### src/rtl/gpio_bank_pkg.sv
package gpio_bank_pkg;

  localparam int ADDR_W = 4;

  typedef enum logic [ADDR_W-1:0] {
    REG_PIN  = 4'h0,
    REG_OUT  = 4'h1,
    REG_DIR  = 4'h2,
    REG_ALT  = 4'h3,
    REG_MASK = 4'h4,
    REG_TRIG = 4'h5,
    REG_EDGE = 4'h6,
    REG_LVL  = 4'h7,
    REG_STAT = 4'h8
  } regSel_e;

  // strobes from the decoder to the datapath
  typedef struct packed {
    logic    wrOut;
    logic    wrDir;
    logic    wrAlt;
    logic    wrMask;
    logic    wrTrig;
    logic    wrEdge;
    logic    wrLvl;
    logic    clrStat;
    logic    rdValid;
    regSel_e rdSel;
  } ctrlStrobe_t;

endpackage

### src/rtl/gpio_ctrl.sv
module gpio_ctrl
  import gpio_bank_pkg::*;
#(
  parameter int WIDTH = 16
) (
  input  logic [ADDR_W-1:0] regAddr,
  input  logic              regWrEn,
  input  logic [WIDTH-1:0]  regWrData,
  output ctrlStrobe_t       strobe
);

  logic wrZero;
  assign wrZero = (regWrData == '0);

  always_comb begin
    strobe         = '0;
    strobe.rdSel   = REG_PIN;
    strobe.rdValid = 1'b1;
    case (regAddr)
      REG_PIN:  strobe.rdSel = REG_PIN;
      REG_OUT:  begin strobe.rdSel = REG_OUT;  strobe.wrOut  = regWrEn; end
      REG_DIR:  begin strobe.rdSel = REG_DIR;  strobe.wrDir  = regWrEn; end
      REG_ALT:  begin strobe.rdSel = REG_ALT;  strobe.wrAlt  = regWrEn; end
      REG_MASK: begin strobe.rdSel = REG_MASK; strobe.wrMask = regWrEn; end
      REG_TRIG: begin strobe.rdSel = REG_TRIG; strobe.wrTrig = regWrEn; end
      REG_EDGE: begin strobe.rdSel = REG_EDGE; strobe.wrEdge = regWrEn; end
      REG_LVL:  begin strobe.rdSel = REG_LVL;  strobe.wrLvl  = regWrEn; end
      REG_STAT: begin
        strobe.rdSel   = REG_STAT;
        // only an all-zero word clears; other values are dropped
        strobe.clrStat = regWrEn & wrZero;
      end
      default:  strobe.rdValid = 1'b0;
    endcase
  end

endmodule

### src/rtl/gpio_sync.sv
module gpio_sync #(
  parameter int WIDTH  = 16,
  parameter int STAGES = 2
) (
  input  logic             clk,
  input  logic             rstN,
  input  logic [WIDTH-1:0] asyncIn,
  output logic [WIDTH-1:0] syncOut
);

  localparam int LAST = STAGES - 1;

  logic [WIDTH-1:0] chain [STAGES];

  for (genvar s = 0; s < STAGES; s++) begin : g_stage
    if (s == 0) begin : g_first
      always_ff @(posedge clk or negedge rstN) begin
        if (!rstN) chain[s] <= '0;
        else       chain[s] <= asyncIn;
      end
    end else begin : g_next
      always_ff @(posedge clk or negedge rstN) begin
        if (!rstN) chain[s] <= '0;
        else       chain[s] <= chain[s-1];
      end
    end
  end

  assign syncOut = chain[LAST];

endmodule

### src/rtl/gpio_datapath.sv
module gpio_datapath
  import gpio_bank_pkg::*;
#(
  parameter int               WIDTH    = 16,
  parameter logic [WIDTH-1:0] MASK_RST = '1
) (
  input  logic             clk,
  input  logic             rstN,
  input  ctrlStrobe_t      strobe,
  input  logic [WIDTH-1:0] wrData,
  input  logic [WIDTH-1:0] pinSync,
  output logic [WIDTH-1:0] outReg,
  output logic [WIDTH-1:0] dirReg,
  output logic [WIDTH-1:0] altReg,
  output logic [WIDTH-1:0] maskReg,
  output logic [WIDTH-1:0] statusVec,
  output logic [WIDTH-1:0] rdData
);

  logic [WIDTH-1:0] trigReg;
  logic [WIDTH-1:0] edgeReg;
  logic [WIDTH-1:0] lvlReg;
  logic [WIDTH-1:0] pinPrev;
  logic [WIDTH-1:0] hitVec;

  // configuration registers
  always_ff @(posedge clk or negedge rstN) begin
    if (!rstN) begin
      outReg  <= '0;
      dirReg  <= '0;
      altReg  <= '0;
      maskReg <= MASK_RST;
      trigReg <= '0;
      edgeReg <= '0;
      lvlReg  <= '0;
    end else begin
      if (strobe.wrOut)  outReg  <= wrData;
      if (strobe.wrDir)  dirReg  <= wrData;
      if (strobe.wrAlt)  altReg  <= wrData;
      if (strobe.wrMask) maskReg <= wrData;
      if (strobe.wrTrig) trigReg <= wrData;
      if (strobe.wrEdge) edgeReg <= wrData;
      if (strobe.wrLvl)  lvlReg  <= wrData;
    end
  end

  // previous synchronised value for edge finding
  always_ff @(posedge clk or negedge rstN) begin
    if (!rstN) pinPrev <= '0;
    else       pinPrev <= pinSync;
  end

  // per-pin event detection
  for (genvar i = 0; i < WIDTH; i++) begin : g_pin
    logic riseSeen;
    logic fallSeen;
    logic edgeHit;
    logic levelHit;
    assign riseSeen = pinSync[i] & ~pinPrev[i];
    assign fallSeen = ~pinSync[i] & pinPrev[i];
    assign edgeHit  = edgeReg[i] ? riseSeen : fallSeen;
    assign levelHit = ~(pinSync[i] ^ lvlReg[i]);
    assign hitVec[i] = trigReg[i] ? edgeHit : levelHit;
  end

  // sticky status, new events win over a clear
  always_ff @(posedge clk or negedge rstN) begin
    if (!rstN) statusVec <= '0;
    else       statusVec <= (strobe.clrStat ? '0 : statusVec) | hitVec;
  end

  always_comb begin
    rdData = '0;
    if (strobe.rdValid) begin
      case (strobe.rdSel)
        REG_PIN:  rdData = pinSync;
        REG_OUT:  rdData = outReg;
        REG_DIR:  rdData = dirReg;
        REG_ALT:  rdData = altReg;
        REG_MASK: rdData = maskReg;
        REG_TRIG: rdData = trigReg;
        REG_EDGE: rdData = edgeReg;
        REG_LVL:  rdData = lvlReg;
        REG_STAT: rdData = statusVec;
        default:  rdData = '0;
      endcase
    end
  end

endmodule

### src/rtl/gpio_bank.sv
module gpio_bank
  import gpio_bank_pkg::*;
#(
  parameter int WIDTH     = 16,
  parameter int SYNC_LEN  = 2
) (
  input  logic              clk,
  input  logic              rstN,
  input  logic [ADDR_W-1:0] regAddr,
  input  logic              regWrEn,
  input  logic [WIDTH-1:0]  regWrData,
  output logic [WIDTH-1:0]  regRdData,
  input  logic [WIDTH-1:0]  pinIn,
  output logic [WIDTH-1:0]  pinOut,
  output logic [WIDTH-1:0]  pinOutEn,
  output logic [WIDTH-1:0]  altSel,
  output logic              irqOut
);

  ctrlStrobe_t      strobe;
  logic [WIDTH-1:0] pinSync;
  logic [WIDTH-1:0] maskReg;
  logic [WIDTH-1:0] statusVec;

  gpio_ctrl #(.WIDTH(WIDTH)) u_ctrl (
    .regAddr   (regAddr),
    .regWrEn   (regWrEn),
    .regWrData (regWrData),
    .strobe    (strobe)
  );

  gpio_sync #(.WIDTH(WIDTH), .STAGES(SYNC_LEN)) u_sync (
    .clk     (clk),
    .rstN    (rstN),
    .asyncIn (pinIn),
    .syncOut (pinSync)
  );

  gpio_datapath #(.WIDTH(WIDTH)) u_dp (
    .clk       (clk),
    .rstN      (rstN),
    .strobe    (strobe),
    .wrData    (regWrData),
    .pinSync   (pinSync),
    .outReg    (pinOut),
    .dirReg    (pinOutEn),
    .altReg    (altSel),
    .maskReg   (maskReg),
    .statusVec (statusVec),
    .rdData    (regRdData)
  );

  assign irqOut = |(statusVec & ~maskReg);

endmodule

### config.mk
export PLATFORM = sky130hd
export DESIGN_NAME = gpio_bank
export DESIGN_NICKNAME = d
export VERILOG_FILES = /design/src/rtl/gpio_bank_pkg.sv /design/src/rtl/gpio_ctrl.sv /design/src/rtl/gpio_sync.sv /design/src/rtl/gpio_datapath.sv /design/src/rtl/gpio_bank.sv
export SDC_FILE = /design/constraint.sdc
export NUM_CORES = 1
export LEC_CHECK = 0
export ABC_CLOCK_PERIOD_IN_PS = 3900
export CAP_MARGIN = 20
export CELL_PAD_IN_SITES_DETAIL_PLACEMENT = 1
export CELL_PAD_IN_SITES_GLOBAL_PLACEMENT = 2
export CORE_ASPECT_RATIO = 0.75
export CORE_MARGIN = 2
export CORE_UTILIZATION = 45
export CTS_CLUSTER_SIZE = 10
export DETAILED_ROUTE_END_ITERATION = 10
export DONT_BUFFER_PORTS = 1
export PLACE_DENSITY = 0.82
export SLEW_MARGIN = 30
export SYNTH_ARGS = -nofsm -noshare
export SYNTH_HDL_FRONTEND = slang
export SYNTH_HIERARCHICAL = 1
export SYNTH_SLANG_ARGS = --single-unit
### constraint.sdc
create_clock -name clk -period 3.9 [get_ports clk]
set_clock_uncertainty 0.05 [all_clocks]
set_input_delay 0.585 -clock clk [delete_from_list [all_inputs] [get_ports clk]]
set_output_delay 0.585 -clock clk [all_outputs]
set_load 0.03 [all_outputs]
==> reports/metrics.cfg <==
[status]
status = complete, but fails checks
violations = hold timing

[synth]
async_flop_share_pct = 100.0
yosysMostFrequentCell = dfrtp_1
synth_edf_count = 0
yosysWarnings = 6
synth_top_area_cell = dfrtp_1
synth_ff_type = dfrtp_1
ys_ff_latch = 176
yosysSeqAreaShare_pct = 54.22
synthTopCellsByArea = dfrtp_1 (49%), mux2_2 (15%), dfstp_2 (5.2%)
synthesis.instances = 651
ys_types = 54
synthesis.area_um2 = 8160
ys_top_cells_by_count = dfrtp_1 (160), mux2_2 (107), o21ai_0 (38), nand2_1 (34)
syn_nets = 690
syn_avg_cell_area_um2 = 12.54
synth_top_area_share_pct = 49.06

[timing]
setup_violations = 0
final.period_utilization_pct = 82.15
fin_tns_setup_ps = 0
max_freq_mhz = 312.1
whs_ps = -200.7
hold_viol_final = 161
min_period_ps = 3204
max_slew_margin_pct = 41.43
tightestPinTransition_ps = 877.6
slew_violations = 0
rsz0062_at_grt = false

[critical_path]
timing.rr.start = u_sync/syncOut[3]
regToRegEndpoint = u_dp/statusVec[3]
reg2reg_setup_slack_ps = 2670
worst_ep_required_time_ps = 3260
crit_type = input port to output port
reg2reg_depth = 4
path_max_fanout = 13
cp-start-kind = input port
crit_chain = and2b_1, nor2b_1, a22oi_1, o22a_1, a31oi_1, buf_4
critPathMaxStageDelay_ps = 600
worstPathArrival_ps = 2570
cpMaxStageDelayCell = nor2b_1
cp-end-kind = output port

[placement]
portBuffers = 0
place.gp.congestion = 0.8855
dpl_cell_area_um2 = 8473
dp_hpwl_mm = 15.63

[global_routing]
grt_max_degree = 177
grt_pass1_wl_mm = 36.59
grt.overflow.total = 0
grt_pass1_vias = 6043
antenna_found_initial = 0
track_usage_pct = 25.38

[drt]
drc = 0
wl_per_cell_um = 25.42
postRouteAntennaNets = 0
via_per_inst = 6.065
drt_iter0_markers = 311
via_count = 5537
wl_mm = 23.21
first_pass_iters = 4

[layout]
nets = 697
drive_gt1_share_pct = 32.19
diodes = 0
final_cell_area_um2 = 9153
syn_to_final_growth_pct = 12.16

[cts]
cts_tree = yes
clkLatencyLatePin_ps = 430
clockBufferDepth = 2
clk_pin_slew_ps = 70
htree_levels = 4
cts_root_buf = clkbuf_16
cts_made_buffers = 17
clock-sinks = 176
cts-resized-gates = 0
post_cts_buffers = 0

[die]
start_util_pct = 46.08
row_count = 42
die_h_um = 120.6
ioPinCount = 104
die_area_um2 = 19240
core_area_um2 = 17710
die_w_um = 159.5

[run]
max_cap_violations = 0

[min_path]
worstHoldPathType = input port to asynchronous set/reset pin

[power_and_ir_drop]
p_leak_uw = 0.003778
powerDensity_nw_per_um2 = 591.7
finalPower_uw = 5415
ir_worst_vdd_uv = 260.2

[per-stage QoR]
stage	utilization, %	setup WS [ps]	cells
after CTS	51.68	689.0	913
after global routing	51.68	617.1	913
after detailed placement	47.85	729.8	881
after global placement	47.70	729.8	879
final	51.68	696.1	913
after floorplan	-	1045	651
[registers in the layout, indices dropped and copies added, names as in the netlist]
signal	flops
u_sync/chain	16
u_dp/trigReg	16
u_sync/syncOut	16
u_dp/edgeReg	16
u_dp/outReg	16
u_dp/lvlReg	16
u_dp/altReg	16
u_dp/maskReg	16
u_dp/statusVec	16
u_dp/dirReg	16
u_dp/pinPrev	16
[per-layer routing]
metal	global-route usage [%]	wire length (um)	vias to the layer above
met5	0	0	-
met4	7.841	353	0
met3	5.626	1153	29
met2	41.02	11130	167
met1	34.40	10580	2949
li1	-	-	2392
[cell usage in the layout, fill, tap and decap left out, types with 12 or more instances in the layout]
master     synthesis  final
a21oi_1           12     12
a22oi_1           26     26
buf_4             19     36
clkbuf_16          0     17
dfrtp_1          160    160
dfstp_2           16     16
inv_1             26     25
mux2_2           107    107
mux2i_1           24     24
nand2_1           34     34
nand2b_1          17     17
o21ai_0           38     38
o221ai_1          16     16
xnor2_1           15     15
[critical path: cells and delay by family]
| kind | cells | cell delay [ps] |
|---|---|---|
| buffers and inverters | 1 | 220 |
| AO/OA/AOI/OAI | 3 | 630 |
| AND/OR/NAND/NOR | 2 | 1120 |
[kinds of logic after synthesis]
| family | after synthesis | synth area share, % |
|---|---|---|
| buf+inv | 77 | 5.198 |
| xor+xnor | 15 | 1.610 |
| compound gates | 146 | 13.06 |
| mux | 133 | 18.26 |
| flops | 176 | 54.22 |
| simple gates | 104 | 7.651 |
[how the worst max path moves through the flow]
stage | startpoint | end | slack (ps) | depth (start not counted)
2_1_floorplan | regAddr[3] | regRdData[14] | 1040 | 7
3_3_place_gp | regAddr[3] | regRdData[12] | 730 | 6
3_5_place_dp | regAddr[3] | regRdData[12] | 730 | 6
4_1_cts | regAddr[3] | regRdData[12] | 690 | 6
5_1_grt | regAddr[3] | regRdData[12] | 620 | 6
6_report | regAddr[3] | regRdData[12] | 700 | 6
[power by group]
part           switching (uW)  leakage (uW)  internal, uW
logic                     338       0.00141           411
clock network             748      0.000324          1210
registers                 557       0.00204          2150
[layout make-up]
type,count,area [um2]
sequential,176,4424
clock inverter,14,250.2
multi-input combinational,398,3348
fill,1817,8557
timing repair buffer,38,296.5
tap,242,302.8
inverter,27,101.3
clock buffer,18,429.2
(Power assumes the default switching activity.)
